==> src/rtl/pic_pkg.sv <==
// Package: shared types and command encodings for the priority interrupt controller.
// Assumes an 8-bit register port; encodings are fixed by the programming model.
package pic_pkg;
    typedef enum logic [1:0] {
        SEQ_RDY = 2'd0,
        SEQ_W2  = 2'd1,
        SEQ_W3  = 2'd2,
        SEQ_W4  = 2'd3
    } seq_t;

    localparam logic ADDR_CMD  = 1'b0;
    localparam logic ADDR_DATA = 1'b1;

    localparam int  INIT_BIT      = 4;   // command bit that starts initialization
    localparam int  SELECT_BIT    = 3;   // command bit marking a read-select word
    localparam int  NEED4_BIT     = 0;   // init word 1: fourth word follows
    localparam int  SINGLE_BIT    = 1;   // init word 1: no cascade word
    localparam int  AUTO_EOI_BIT  = 1;   // init word 4: automatic end of interrupt
    localparam logic [2:0] EOI_SPEC_OP = 3'b011;
    localparam logic [2:0] EOI_NS_OP   = 3'b001;
endpackage

==> src/rtl/pic_prio_find.sv <==
// Module: finds the lowest-numbered set bit of a vector (fixed priority, bit 0 wins).
// Assumes N >= 2; purely combinational.
module pic_prio_find #(
    parameter int N  = 8,
    localparam int LW = $clog2(N)
) (
    input  logic [N-1:0]  vec,
    output logic          hit,
    output logic [LW-1:0] idx
);
    // scan from the lowest priority upward so the lowest index is kept last
    always_comb begin
        hit = 1'b0;
        idx = '0;
        for (int i = N - 1; i >= 0; i--) begin
            if (vec[i]) begin
                hit = 1'b1;
                idx = LW'(i);
            end
        end
    end
endmodule

==> src/rtl/pic_cfg.sv <==
// Module: register-port decoder. Runs the initialization word sequence, holds the
// mask, base, cascade word, auto-EOI flag and read selection, and emits one-cycle
// end-of-interrupt pulses. Assumes one write per cycle and data width W >= N.
module pic_cfg
    import pic_pkg::*;
#(
    parameter int N  = 8,
    parameter int W  = 8,
    localparam int LW = $clog2(N)
) (
    input  logic          clk,
    input  logic          rst_n,
    input  logic          wr,
    input  logic          addr,
    input  logic [W-1:0]  wdata,
    output logic [N-1:0]  imr,
    output logic [W-1:0]  base,
    output logic [W-1:0]  casw,
    output logic          aeoi,
    output logic          rd_isr,
    output logic          init_clr,
    output logic          eoi_spec,
    output logic          eoi_ns,
    output logic [LW-1:0] eoi_lvl
);
    seq_t state;
    logic need4, single;

    logic cmd_wr, data_wr;
    assign cmd_wr  = wr && (addr == ADDR_CMD);
    assign data_wr = wr && (addr == ADDR_DATA);

    // decode the command-address pulses
    always_comb begin
        init_clr = cmd_wr && wdata[INIT_BIT];
        eoi_spec = cmd_wr && !wdata[INIT_BIT] && !wdata[SELECT_BIT] && (wdata[7:5] == EOI_SPEC_OP);
        eoi_ns   = cmd_wr && !wdata[INIT_BIT] && !wdata[SELECT_BIT] && (wdata[7:5] == EOI_NS_OP);
        eoi_lvl  = wdata[LW-1:0];
    end

    // initialization sequencer and configuration registers
    always_ff @(posedge clk) begin
        if (!rst_n) begin
            state  <= SEQ_RDY;
            need4  <= 1'b0;
            single <= 1'b0;
            imr    <= '1;
            base   <= '0;
            casw   <= '0;
            aeoi   <= 1'b0;
            rd_isr <= 1'b0;
        end else if (init_clr) begin
            state  <= SEQ_W2;
            need4  <= wdata[NEED4_BIT];
            single <= wdata[SINGLE_BIT];
            casw   <= '0;
            aeoi   <= 1'b0;
            rd_isr <= 1'b0;
        end else if (cmd_wr && wdata[SELECT_BIT] && wdata[1]) begin
            rd_isr <= wdata[0];
        end else if (data_wr) begin
            unique case (state)
                SEQ_W2: begin
                    base  <= wdata;
                    state <= single ? (need4 ? SEQ_W4 : SEQ_RDY) : SEQ_W3;
                end
                SEQ_W3: begin
                    casw  <= wdata;
                    state <= need4 ? SEQ_W4 : SEQ_RDY;
                end
                SEQ_W4: begin
                    aeoi  <= wdata[AUTO_EOI_BIT];
                    state <= SEQ_RDY;
                end
                default: imr <= wdata[N-1:0];
            endcase
        end
    end


    init_starts_seq_chk: assert property (@(posedge clk) disable iff (!rst_n)
        init_clr |=> (state == SEQ_W2));

    mask_load_chk: assert property (@(posedge clk) disable iff (!rst_n)
        (data_wr && state == SEQ_RDY && !init_clr) |=> (imr == $past(wdata[N-1:0])));
endmodule

==> src/rtl/prio_irq_ctrl.sv <==
// Module: eight-input priority interrupt controller top. Latches edge requests,
// resolves fixed priority against in-service levels, answers acknowledges with a
// vector or a cascade selection, and serves end-of-interrupt commands.
// Assumes a one-cycle ack pulse; in a cascade the master's cas_out feeds the
// slave's cas_in within the same cycle.
module prio_irq_ctrl
    import pic_pkg::*;
#(
    parameter int N  = 8,
    parameter int W  = 8,
    localparam int LW = $clog2(N)
) (
    input  logic          clk,
    input  logic          rst_n,
    input  logic          role_master,
    input  logic [N-1:0]  req_in,
    input  logic          bus_wr,
    input  logic          bus_addr,
    input  logic [W-1:0]  bus_wdata,
    output logic [W-1:0]  bus_rdata,
    output logic          int_req,
    input  logic          ack,
    output logic [W-1:0]  vec_out,
    output logic          vec_vld,
    input  logic          cas_in_vld,
    input  logic [LW-1:0] cas_in,
    output logic          cas_out_vld,
    output logic [LW-1:0] cas_out
);
    logic [N-1:0]  imr;
    logic [W-1:0]  base, casw;
    logic          aeoi, rd_isr, init_clr, eoi_spec, eoi_ns;
    logic [LW-1:0] eoi_lvl;

    pic_cfg #(.N(N), .W(W)) u_cfg (
        .clk(clk), .rst_n(rst_n), .wr(bus_wr), .addr(bus_addr), .wdata(bus_wdata),
        .imr(imr), .base(base), .casw(casw), .aeoi(aeoi), .rd_isr(rd_isr),
        .init_clr(init_clr), .eoi_spec(eoi_spec), .eoi_ns(eoi_ns), .eoi_lvl(eoi_lvl)
    );

    logic [N-1:0]  irr_q, isr_q, req_prev;
    logic          req_hit, isr_hit;
    logic [LW-1:0] req_idx, isr_idx;

    pic_prio_find #(.N(N)) u_req_find (.vec(irr_q & ~imr), .hit(req_hit), .idx(req_idx));
    pic_prio_find #(.N(N)) u_isr_find (.vec(isr_q),         .hit(isr_hit), .idx(isr_idx));

    logic eligible, selected, cascaded, ack_take;
    logic [N-1:0] take_mask, set_mask, clr_mask;

    // acknowledge decision and cascade selection
    always_comb begin
        eligible  = req_hit && (!isr_hit || (req_idx < isr_idx));
        selected  = ack && (role_master || (cas_in_vld && (cas_in == casw[LW-1:0])));
        cascaded  = role_master && eligible && casw[req_idx];
        ack_take  = selected && eligible;
        take_mask = ack_take ? (N'(1) << req_idx) : '0;
        set_mask  = aeoi ? '0 : take_mask;
        clr_mask  = (eoi_spec ? (N'(1) << eoi_lvl) : '0)
                  | ((eoi_ns && isr_hit) ? (N'(1) << isr_idx) : '0);
    end

    assign int_req     = eligible;
    assign cas_out_vld = ack && cascaded;
    assign cas_out     = cas_out_vld ? req_idx : '0;
    assign bus_rdata   = (bus_addr == ADDR_DATA) ? W'(imr) : (rd_isr ? W'(isr_q) : W'(irr_q));

    // request, in-service and vector registers
    always_ff @(posedge clk) begin
        if (!rst_n) begin
            irr_q    <= '0;
            isr_q    <= '0;
            req_prev <= '0;
            vec_out  <= '0;
            vec_vld  <= 1'b0;
        end else begin
            req_prev <= req_in;
            vec_vld  <= selected && !cascaded;
            if (selected && !cascaded)
                vec_out <= eligible ? (base + W'(req_idx)) : (base + W'(N - 1));
            if (init_clr) begin
                irr_q <= '0;
                isr_q <= '0;
            end else begin
                irr_q <= ((irr_q | (req_in & ~req_prev)) & req_in) & ~take_mask;
                isr_q <= (isr_q & ~clr_mask) | set_mask;
            end
        end
    end


    vec_after_ack_chk: assert property (@(posedge clk) disable iff (!rst_n)
        vec_vld |-> $past(ack));

    int_needs_pending_chk: assert property (@(posedge clk) disable iff (!rst_n)
        int_req |-> ((irr_q & ~imr) != '0));

    spec_eoi_clears_chk: assert property (@(posedge clk) disable iff (!rst_n)
        (eoi_spec && !ack && !init_clr) |=> !isr_q[$past(eoi_lvl)]);

    auto_eoi_no_set_chk: assert property (@(posedge clk) disable iff (!rst_n)
        (aeoi && ack) |=> ((isr_q & ~$past(isr_q)) == '0));

    spurious_no_set_chk: assert property (@(posedge clk) disable iff (!rst_n)
        (selected && !eligible) |=> ((isr_q & ~$past(isr_q)) == '0));

    cascade_no_vector_chk: assert property (@(posedge clk) disable iff (!rst_n)
        cas_out_vld |=> !vec_vld);
endmodule

==> config.mk <==
export PLATFORM = sky130hd
export DESIGN_NAME = prio_irq_ctrl
export DESIGN_NICKNAME = d
export VERILOG_FILES = /design/src/rtl/pic_pkg.sv /design/src/rtl/pic_prio_find.sv /design/src/rtl/pic_cfg.sv /design/src/rtl/prio_irq_ctrl.sv
export SDC_FILE = /design/constraint.sdc
export NUM_CORES = 1
export LEC_CHECK = 0
export ABC_AREA = 1
export BUFFER_PORTS_ARGS = -buffer_cell sky130_fd_sc_hd__clkbuf_2
export CAP_MARGIN = 20
export CELL_PAD_IN_SITES_DETAIL_PLACEMENT = 1
export CELL_PAD_IN_SITES_GLOBAL_PLACEMENT = 1
export CORE_AREA = 8 8 101 103
export DETAILED_ROUTE_END_ITERATION = 12
export DIE_AREA = 0 0 109 111
export PLACE_DENSITY = 0.82
export SYNTH_ARGS = -nofsm -noshare
export SYNTH_HDL_FRONTEND = slang
export SYNTH_SLANG_ARGS = --single-unit
==> constraint.sdc <==
create_clock -name clk -period 10.02 [get_ports clk]
set_clock_uncertainty 0.15 [all_clocks]
set_input_delay 1.002 -clock clk [delete_from_list [all_inputs] [get_ports clk]]
set_output_delay 1.002 -clock clk [all_outputs]
set_load 0.005 [all_outputs]
==> flow_metrics.py <==
metrics = {
    "outcome": {
        "status": "complete, no violations",
    },
    "detailed_routing": {
        "wire_per_inst_um": 16.72,
        "m1WireLength_um": 4877,
        "dr.pass1.iters": 4,
        "route.vias.total": 3376,
        "wl_met3_um": 397,
        "vias_per_cell": 5.234,
        "first_iter_violations": 184,
        "ant_nets": 0,
        "drc": 0,
        "routed.top_layer": "met4",
        "route.met2.wl_um": 5306,
        "wl_um": 10780,
    },
    "layout": {
        "area.growth.synth_to_final_pct": 15.95,
        "layout-drive-gt1-share_pct": 17.32,
        "nNetsFinal": 564,
        "n_antenna_cell": 0,
        "fill_cells": 1125,
    },
    "synthesis": {
        "synth_common_cells": "nand2_1 (96), inv_1 (74), dfxtp_1 (63), nor2_1 (42), a21oi_1 (39)",
        "synth_edf_count": 0,
        "ys_async_sr_fraction_pct": 0,
        "synth_area_leader_cell": "dfxtp_1",
        "yosysMostFrequentCell": "nand2_1",
        "yosysWarnings": 0,
        "ys_seq_area_share_pct": 37.57,
        "avgSynthCellArea_um2": 6.907,
        "synth_seq_cells": 63,
        "yosysUniqueCellTypes": 36,
        "synth_nets": 518,
        "yosys_most_used_dff": "dfxtp_1",
        "netlist_area_um2": 3357,
        "netlist_top_cells_area": "dfxtp_1 (38%), nand2_1 (11%), inv_1 (8.3%)",
        "yosys.area.top_type_share_pct": 37.57,
        "syn_inst": 486,
    },
    "cts": {
        "cts.path.max_buffers": 2,
        "cts_resized": 0,
        "insertion_delay_ps": 340,
        "htree_levels": 3,
        "post-cts-setup-buffer-count": 0,
        "postCtsHoldBufs": 0,
        "ctsRootBufferMaster": "clkbuf_8",
        "path_clk_slew_ps": 70,
        "cts_buffers": 9,
        "cts_tree": "done",
        "cts.sinks": 63,
    },
    "timing": {
        "max_freq_mhz": 248.3,
        "slew_headroom_pct": 48.65,
        "post-route-period-util_pct": 40.20,
        "rsz0062_at_grt": "false",
        "setup_tns_ps": 0,
        "hold_viol": 0,
        "finalMaxSlewViolations": 0,
        "worst_slew_pin_slew_ps": 766.1,
        "setup_viol": 0,
        "finalCriticalPeriod_ps": 4028,
    },
    "pwr": {
        "p_leak_nw": 1.847,
        "peakVddDrop_mv": 0.07768,
        "combinationalPowerShare_pct": 14.7,
        "p_seq_share_pct": 44.8,
        "p_clk_share_pct": 40.5,
        "swShare_pct": 28.09,
        "power-per-cell-area_nw_per_um2": 153.5,
        "p_total_mw": 0.5977,
        "p_int_mw": 0.4298,
        "power_switching_mw": 0.1679,
    },
    "place": {
        "portBuffers": 47,
        "place.gp.congestion": 0.8484,
        "post-dp-hpwl_um": 8251,
    },
    "grt": {
        "grt_overflow_total": 0,
        "antenna_found_initial": 0,
        "grt_use_total_pct": 18.37,
        "grt_pass1_wl_um": 17580,
        "first_global_vias": 3497,
        "grt_max_degree": 36,
    },
    "floorplanning": {
        "top_level_ports": 48,
        "die_h_um": 111,
        "rows": 34,
        "core_um2": 8551,
        "die_x_um": 109,
        "die-area_um2": 12100,
        "start_util_pct": 39.26,
    },
    "job": {
        "maxCapViolations": 0,
    },
    "worst_hold_path": {
        "min_path_type": "reg2reg",
    },
    "critical_path": {
        "arrival_ps": 2880,
        "end_kind": "output pin",
        "startpoint_type": "flop",
        "path_class": "reg2out",
        "critPathMaxFanout": 5,
        "required_ps": 8870,
    },
}
## cells by family (layout without fill, tap and decap cells)
kind of cell | after synthesis | count (layout) | synth area share, %
flops | 63 | 63 | 37.57
xor+xnor | 6 | 6 | 1.565
simple gates | 215 | 215 | 30.04
compound gates | 100 | 100 | 17.63
fa+ha+maj | 6 | 6 | 2.460
buf+inv | 96 | 147 | 10.73
## per-stage QoR
step	area [µm²]	hold slack (ps)	std cells	util, %	setup WS (ps)
final	3892	308.9	645	45.52	5992
after detailed placement	3682	298.4	629	43.06	6154
after global placement	3682	296.0	629	43.06	6335
after floorplan	3357	279.3	486	-	6567
after CTS	3887	310.0	645	45.46	6049
after global routing	3892	330.1	645	45.52	5709
## state kept, by name (all words and copies together), names as in the netlist
signal        cells
irr_q             8
isr_q             8
req_prev          8
u_cfg.base        8
u_cfg.casw        8
u_cfg.imr         8
vec_out           8
u_cfg.state       2
u_cfg.aeoi        1
u_cfg.need4       1
u_cfg.rd_isr      1
u_cfg.single      1
vec_vld           1
## cell type report
type / count / area, µm² / area share [%]
Clock buffer: 12 / 135.1 / 3.472
Clock inverter: 4 / 70.07 / 1.800
Inverter: 84 / 315.3 / 8.100
Multi-Input combinational cell: 327 / 1740 / 44.71
Sequential cell: 63 / 1261 / 32.40
Tap cell: 108 / 135.1 / 3.472
Timing Repair Buffer: 47 / 235.2 / 6.043
## power groups by stage
stage	combinational, mW	sequential (mW)	clock, mW
6_report	0.0878	0.268	0.242
2_1_floorplan	0.0564	0.272	0
3_3_place_gp	0.0838	0.273	0
4_1_cts	0.0883	0.268	0.245
3_5_place_dp	0.0869	0.273	0
5_1_grt	0.0987	0.269	0.256
## critical path: stages (launching register included)
cell and delay, ps:
dfxtp_1 340, nor4_1 370, inv_1 80, nor2_1 280
inv_1 100, ha_1 300, a21oi_1 190, nand2_1 90
nand2_2 100, nand3_2 130, nor2_4 200, nand2_2 90
inv_2 60, nand2_1 60, inv_2 60, clkbuf_2 100
## layout by cell type, fill, tap and decap left out, drive strengths merged
cell type and instances:
a31o 1, a31oi 2, inv 84, clkbuf 59, dfxtp 63, o311ai 2, o22ai 1, ha 5
or2 1, nor3 10, nand3b 4, xor2 4, a21oi 41, nand4 5, xnor2 2, nand3 39
o211ai 17, o31ai 1, a221oi 1, bufinv 2, nand2 107, nor2 46, fa 1, nor4 3
o21ai 32, a21boi 2, clkinv 2
## per-layer routing
metal,vias up,GRT usage (%)
met5,-,0
met4,0,8.037
met1,1625,23.24
li1,1676,-
met2,62,29.91
met3,13,2.558
## worst paths after layout
check	from	end	slack, ps	cells after the start
setup reg to reg	isr_q[2]	vec_out[6]	6080	23
setup / recovery	isr_q[2]	cas_out[2]	5990	15
hold reg to reg	u_cfg.casw[4]	u_cfg.casw[4]	310	2
hold / removal	u_cfg.casw[4]	u_cfg.casw[4]	310	2
Note: power is estimated with default switching activity, not from simulation.
